--- src/rtl/rst_irq_regs.sv ---
module rst_irq_regs #(
  parameter logic [7:0] CAUSE_IDX = 8'h04,
  parameter logic [7:0] CTRL_IDX  = 8'h05,
  parameter logic [7:0] CAUSE_DEF = 8'h20,
  parameter logic [7:0] CTRL_DEF  = 8'h04
) (
  input  logic       clk,
  input  logic       rst_n,
  input  logic [7:0] idx,
  input  logic       wr_en,
  input  logic [7:0] wdata,
  output logic [7:0] rd_data,
  input  logic [7:0] rst_evt,
  input  logic       soft_rst,
  input  logic       latch_open,
  input  logic       enum_n,
  input  logic       nmi_req,
  output logic       irq7,
  output logic       irq11,
  output logic       init_out,
  output logic       nmi_out
);
  localparam logic [7:0] CTRL_MASK = 8'h55;

  logic [7:0] cause_q;
  logic [7:0] ctrl_q;
  logic       enum_q;
  logic       pend_q;

  wire wr_cause = wr_en && (idx == CAUSE_IDX);
  wire wr_ctrl  = wr_en && (idx == CTRL_IDX);
  wire en7      = ctrl_q[6];
  wire enum_fall = enum_q && !enum_n;
  wire clr7     = wr_ctrl && (wdata[7] || !wdata[6]);

  always_ff @(posedge clk or negedge rst_n) begin
    if (!rst_n) begin
      cause_q <= CAUSE_DEF;
      ctrl_q  <= CTRL_DEF & CTRL_MASK;
      enum_q  <= 1'b1;
      pend_q  <= 1'b0;
    end else begin
      enum_q <= enum_n;
      if (rst_evt != 8'h00)
        cause_q <= rst_evt;
      else if (wr_cause)
        cause_q <= wdata;
      if (wr_ctrl)
        ctrl_q <= wdata & CTRL_MASK;
      if (enum_fall && en7)
        pend_q <= 1'b1;
      else if (clr7)
        pend_q <= 1'b0;
    end
  end

  always_comb begin
    case (idx)
      CAUSE_IDX: rd_data = cause_q;
      CTRL_IDX:  rd_data = ctrl_q;
      default:   rd_data = 8'h00;
    endcase
  end

  assign irq7     = pend_q;
  assign irq11    = ctrl_q[4] && latch_open;
  assign init_out = ctrl_q[2] && soft_rst;
  assign nmi_out  = ctrl_q[0] && nmi_req;
endmodule


--- config.mk ---
export PLATFORM = sky130hd
export DESIGN_NAME = rst_irq_regs
export DESIGN_NICKNAME = d
export VERILOG_FILES = /design/src/rtl/rst_irq_regs.sv
export SDC_FILE = /design/constraint.sdc
export NUM_CORES = 1
export LEC_CHECK = 0
export ABC_AREA = 1
export CAP_MARGIN = 5
export CORE_MARGIN = 5
export CORE_UTILIZATION = 60
export CTS_BUF_LIST = sky130_fd_sc_hd__clkbuf_4
export DETAILED_ROUTE_END_ITERATION = 10
export DONT_BUFFER_PORTS = 1
export MAX_ROUTING_LAYER = met4
export PLACE_DENSITY = 0.76
export RECOVER_POWER = 25
export SKIP_LAST_GASP = 1
export SYNTH_ARGS = -nofsm -noshare
export SYNTH_HDL_FRONTEND = slang
export SYNTH_SLANG_ARGS = --single-unit
--- constraint.sdc ---
create_clock -name clk -period 0.8 [get_ports clk]
set_input_delay 0.08 -clock clk [delete_from_list [all_inputs] [get_ports clk]]
set_output_delay 0.08 -clock clk [all_outputs]
set_load 0.02 [all_outputs]
==> metrics.yaml, run 1 <==
outcome: "stopped before the end"
lastStage: "global routing"
flow.first_error: "[ERROR DPL-0038] Utilization greater than 100%, impossible to legalize"
syn-num-nets: 163
synthTopCellsByArea: "dfrtp_1, nand2_1, nand3_1"
cts_made_buffers: 3
postGrtWorstEndpoint: "rd_data[2]"
place_area_um2: 966
synth_top_area_share_pct: 31.4
endpoint_type: "top-level output"
syn_inst: 132
synth_top_area_cell: "dfrtp_1"
async_flop_share_pct: 100
ys_seq_area_share_pct: 40.4
port_buffers: 0
synth_seq_cells: 14
synth-edff-count: 0
fp-row-count: 13
dp_hpwl_um: 1540
die_h_um: 48.2
ys_types: 14
synth_most_common_cell: "nand2_1"
grt_start_max_net_pins: 15
synth.avg_cell_area_um2: 6.64
fp.dieW_um: 48.2
cts_sinks: 14
cts_max_path_buffers: 2
io_pins: 43
start_util_pct: 65.7
synthesis.area_um2: 876
h-tree-depth: 1
yosysWarnings: 0
place.gp.congestion: 0.793
cts-root-buf: "clkbuf_4"
synthTopCellsByCount: "nand2_1, inv_1, nand3_1"
synth_ff_type: "dfrtp_1"
-- cells by family after synthesis --
group	Yosys count	share of synthesized area, %
AO/OA/AOI/OAI	1	0.571
flip-flops	14	40.4
AND/OR/NAND/NOR	95	48.7
buffers and inverters	22	10.3
-- what timing repair did --
| item | 4_1_cts |
|---|---|
| setup endpoints to repair | 12 |
| hold buffers | 16 |
| gates resized for setup | 15 |
| setup buffers | 6 |
| pin swaps | 9 |
| hold endpoints to repair | 27 |
-- through the flow --
stage,worst slack (ns),cells
4_1_cts,-0.296,178
3_5_place_dp,-0.0870,152
3_3_place_gp,-0.0504,152
2_1_floorplan,-0.0757,132
==> inputs of run 2 (changes only) <==
Settings changed: CORE_AREA from default to 5 5 66 68, CORE_MARGIN 5 to default, CORE_UTILIZATION 60 to default, CTS_BUF_LIST sky130_fd_sc_hd__clkbuf_4 to default, DIE_AREA from default to 0 0 71 73, MAX_ROUTING_LAYER met4 to default, PLACE_DENSITY 0.76 to default, PLACE_DENSITY_LB_ADDON from default to 0.15.
==> run 2 against run 1 <==
  * The flow now finishes, with violations (negative hold slack, negative setup slack)
  * Area after synthesis unchanged
  * Synthesized cell count unchanged
==> metrics.yaml, run 2 <==
crit_buf_inv: 1
drt_iter0_drc: 32
cp_top_family: "flip-flops"
synthTopCellsByArea: "dfrtp_1, nand2_1, nand3_1"
synth.avg_cell_area_um2: 6.64  # unchanged
timing.rr.start: "cause_q[1]"
grt_start_max_net_pins: 18
wire_per_inst_um: 11.8
crit_end: "rd_data[5]"
layout_setup_ws_ns: -0.251
fin_total_pwr_mw: 1.75
syn-num-nets: 163  # unchanged
slowest_stage: "dfstp_2"
synthesis.area_um2: 876  # unchanged
fin_area_um2: 1270
outcome: "complete, but fails checks"
synthTopCellsByCount: "nand2_1, inv_1, nand3_1"
worstPathCellList: "inv_2, nor2_4"
violations: "negative hold slack, negative setup slack"
track_usage_pct: 10.1
start_util_pct: 23.1  # -43 points
ys_seq_area_share_pct: 40.4  # unchanged
endpoint_kind: "output port"
async_flop_share_pct: 100  # unchanged
final_common_cell: "nand2_1"
port_buffers: 0  # unchanged
synth-edff-count: 0  # unchanged
worstSetupStartpointType: "flip-flop"
worstSetupStartpoint: "cause_q[5]"
coreArea_um2: 3800
cts_tree: "built"
crit_fanout: 2
overflow: 0
worstMarginPinSlew_ns: 0.781
hold_path.class: "input port to async pin"
detail-route-antenna-nets: 0
crit_cells: 2
fin_nets: 191
crit_type: "flip-flop to output port"
fin_cells: 209
drv_cap: 0
synth_seq_cells: 14  # unchanged
setup_viol: 13
fin_util_pct: 33.6
max_stage_delay_ns: 0.54
hold_buffers: 7  # -9
largest_reg_flops: 8
grt_pass1_wl_um: 4170
synth_ff_type: "dfrtp_1"
fp.dieW_um: 71  # +47%
antenna_found_initial: 0
place.gp.congestion: 0.694  # -12%
viasPerCell: 4.23
synth_top_area_cell: "dfrtp_1"
critPathArrivalTime_ns: 0.97
place_inst: 187  # +23%
final_cell_mix: "nand2_1, inv_1, buf_4"
die_h_um: 73  # +51%
critPathRequiredTime_ns: 0.72
vias: 885
holdWs_ns: -0.112
cts_sinks: 14  # unchanged
drive_above_1_share_pct: 32.1
vdd_drop_max_mv: 0.326
dr.pass1.iters: 4
power_per_cell_area_nw_per_um2: 1370
p_leak_nw: 0.647
r2r_cells: 4
met2_length_um: 1240
final.setup.tns_ns: -1.62
grt_pass1_vias: 939
fp-row-count: 23  # +10
cts_made_buffers: 3  # unchanged
dp_slack_ns: -0.127  # -0.0398 ns
reg2reg_slack_ns: -0.05
finClkSkew_ns: 0.000119
path_clk_slew_ns: 0.06
fillers: 435
diodes: 0
cts_max_path_buffers: 2  # unchanged
syn2layout_area_growth_pct: 45.6
drt-met1-wl_um: 988
clock_latency_ns: 0.24
syn_inst: 132  # unchanged
hold_viol_final: 11
io_pins: 43  # unchanged
h-tree-depth: 1  # unchanged
synth_top_area_share_pct: 31.4  # unchanged
top_register: "cause_q"
dp_hpwl_um: 1930  # +25%
met3WireLength_um: 205
fmax_ghz: 0.952
highest_layer: "met4"
ys_types: 14  # unchanged
maxSlewHeadroom_pct: 48.0
place_area_um2: 1010  # +4.5%
wl_um: 2470
final-max-slew-violation-count: 0
rsz0062_at_grt: "true"
largestRegisters: "cause_q x8, ctrl_q x4"
cts-root-buf: "clkbuf_8"
dieArea_um2: 5180
min_period_ns: 1.05
drc_errors: 0
yosysWarnings: 0  # unchanged
timing.final.crit_share_pct: 131
synth_most_common_cell: "nand2_1"
r2r_end: "cause_q[1]"
-- run 2: logic make-up (layout without fill, tap and decap cells) --
| logic type | after synthesis | in the layout | synth area share [%] |
|---|---|---|---|
| AND/OR/NAND/NOR | 95 | 95 | 48.7 |
| buffers and inverters | 22 | 49 | 10.3 |
| flip-flops | 14 | 14 | 40.4 |
| AO/OA/AOI/OAI | 1 | 1 | 0.571 |
-- run 2: area by class of cell --
| cell class | instances | area [um2] | area share, % |
|---|---|---|---|
| inverter | 21 | 81.3 | 6.38 |
| timing repair buffer | 24 | 208 | 16.3 |
| multi-input combinational | 96 | 514 | 40.3 |
| sequential | 14 | 354 | 27.8 |
| clock buffer | 4 | 55.1 | 4.32 |
| tap | 50 | 62.6 | 4.91 |
-- run 2: worst min-delay path by stage --
stage / start / end / slack (ns) / cells past startpoint
after floorplan: rst_n / cause_q[0] / -0.22 / 0
after global placement: rst_n / ctrl_q[0] / -0.22 / 0
after detailed placement: rst_n / ctrl_q[0] / -0.22 / 0
after CTS: rst_evt[5] / cause_q[5] / 0.02 / 4
after global routing: rst_n / cause_q[6] / -0.06 / 1
final: rst_n / cause_q[6] / -0.11 / 1
-- run 2: repair_timing --
action / CTS / global route
gates resized for setup: 15 / 7
endpoints found under the hold margin: 20 / 11
setup buffers: 8 / 3
pin swaps: 9 / 6
endpoints found under the setup margin: 12 / 24
-- run 2: power breakdown --
part	total (mW)	switching (mW)	internal, mW
Sequential	0.792	0.0291	0.763
Combinational	0.270	0.131	0.139
Clock	0.687	0.252	0.436
Total	1.75	0.412	1.34
-- run 2: layer usage --
layer | vias to the layer above | GRT usage [%]
met1 | 397 | 10.8
met4 | 0 | 5.01
met3 | 4 | 2.34
li1 | 451 | -
met2 | 33 | 18.5
met5 | - | 0
Power figures use the tool's default switching activity.
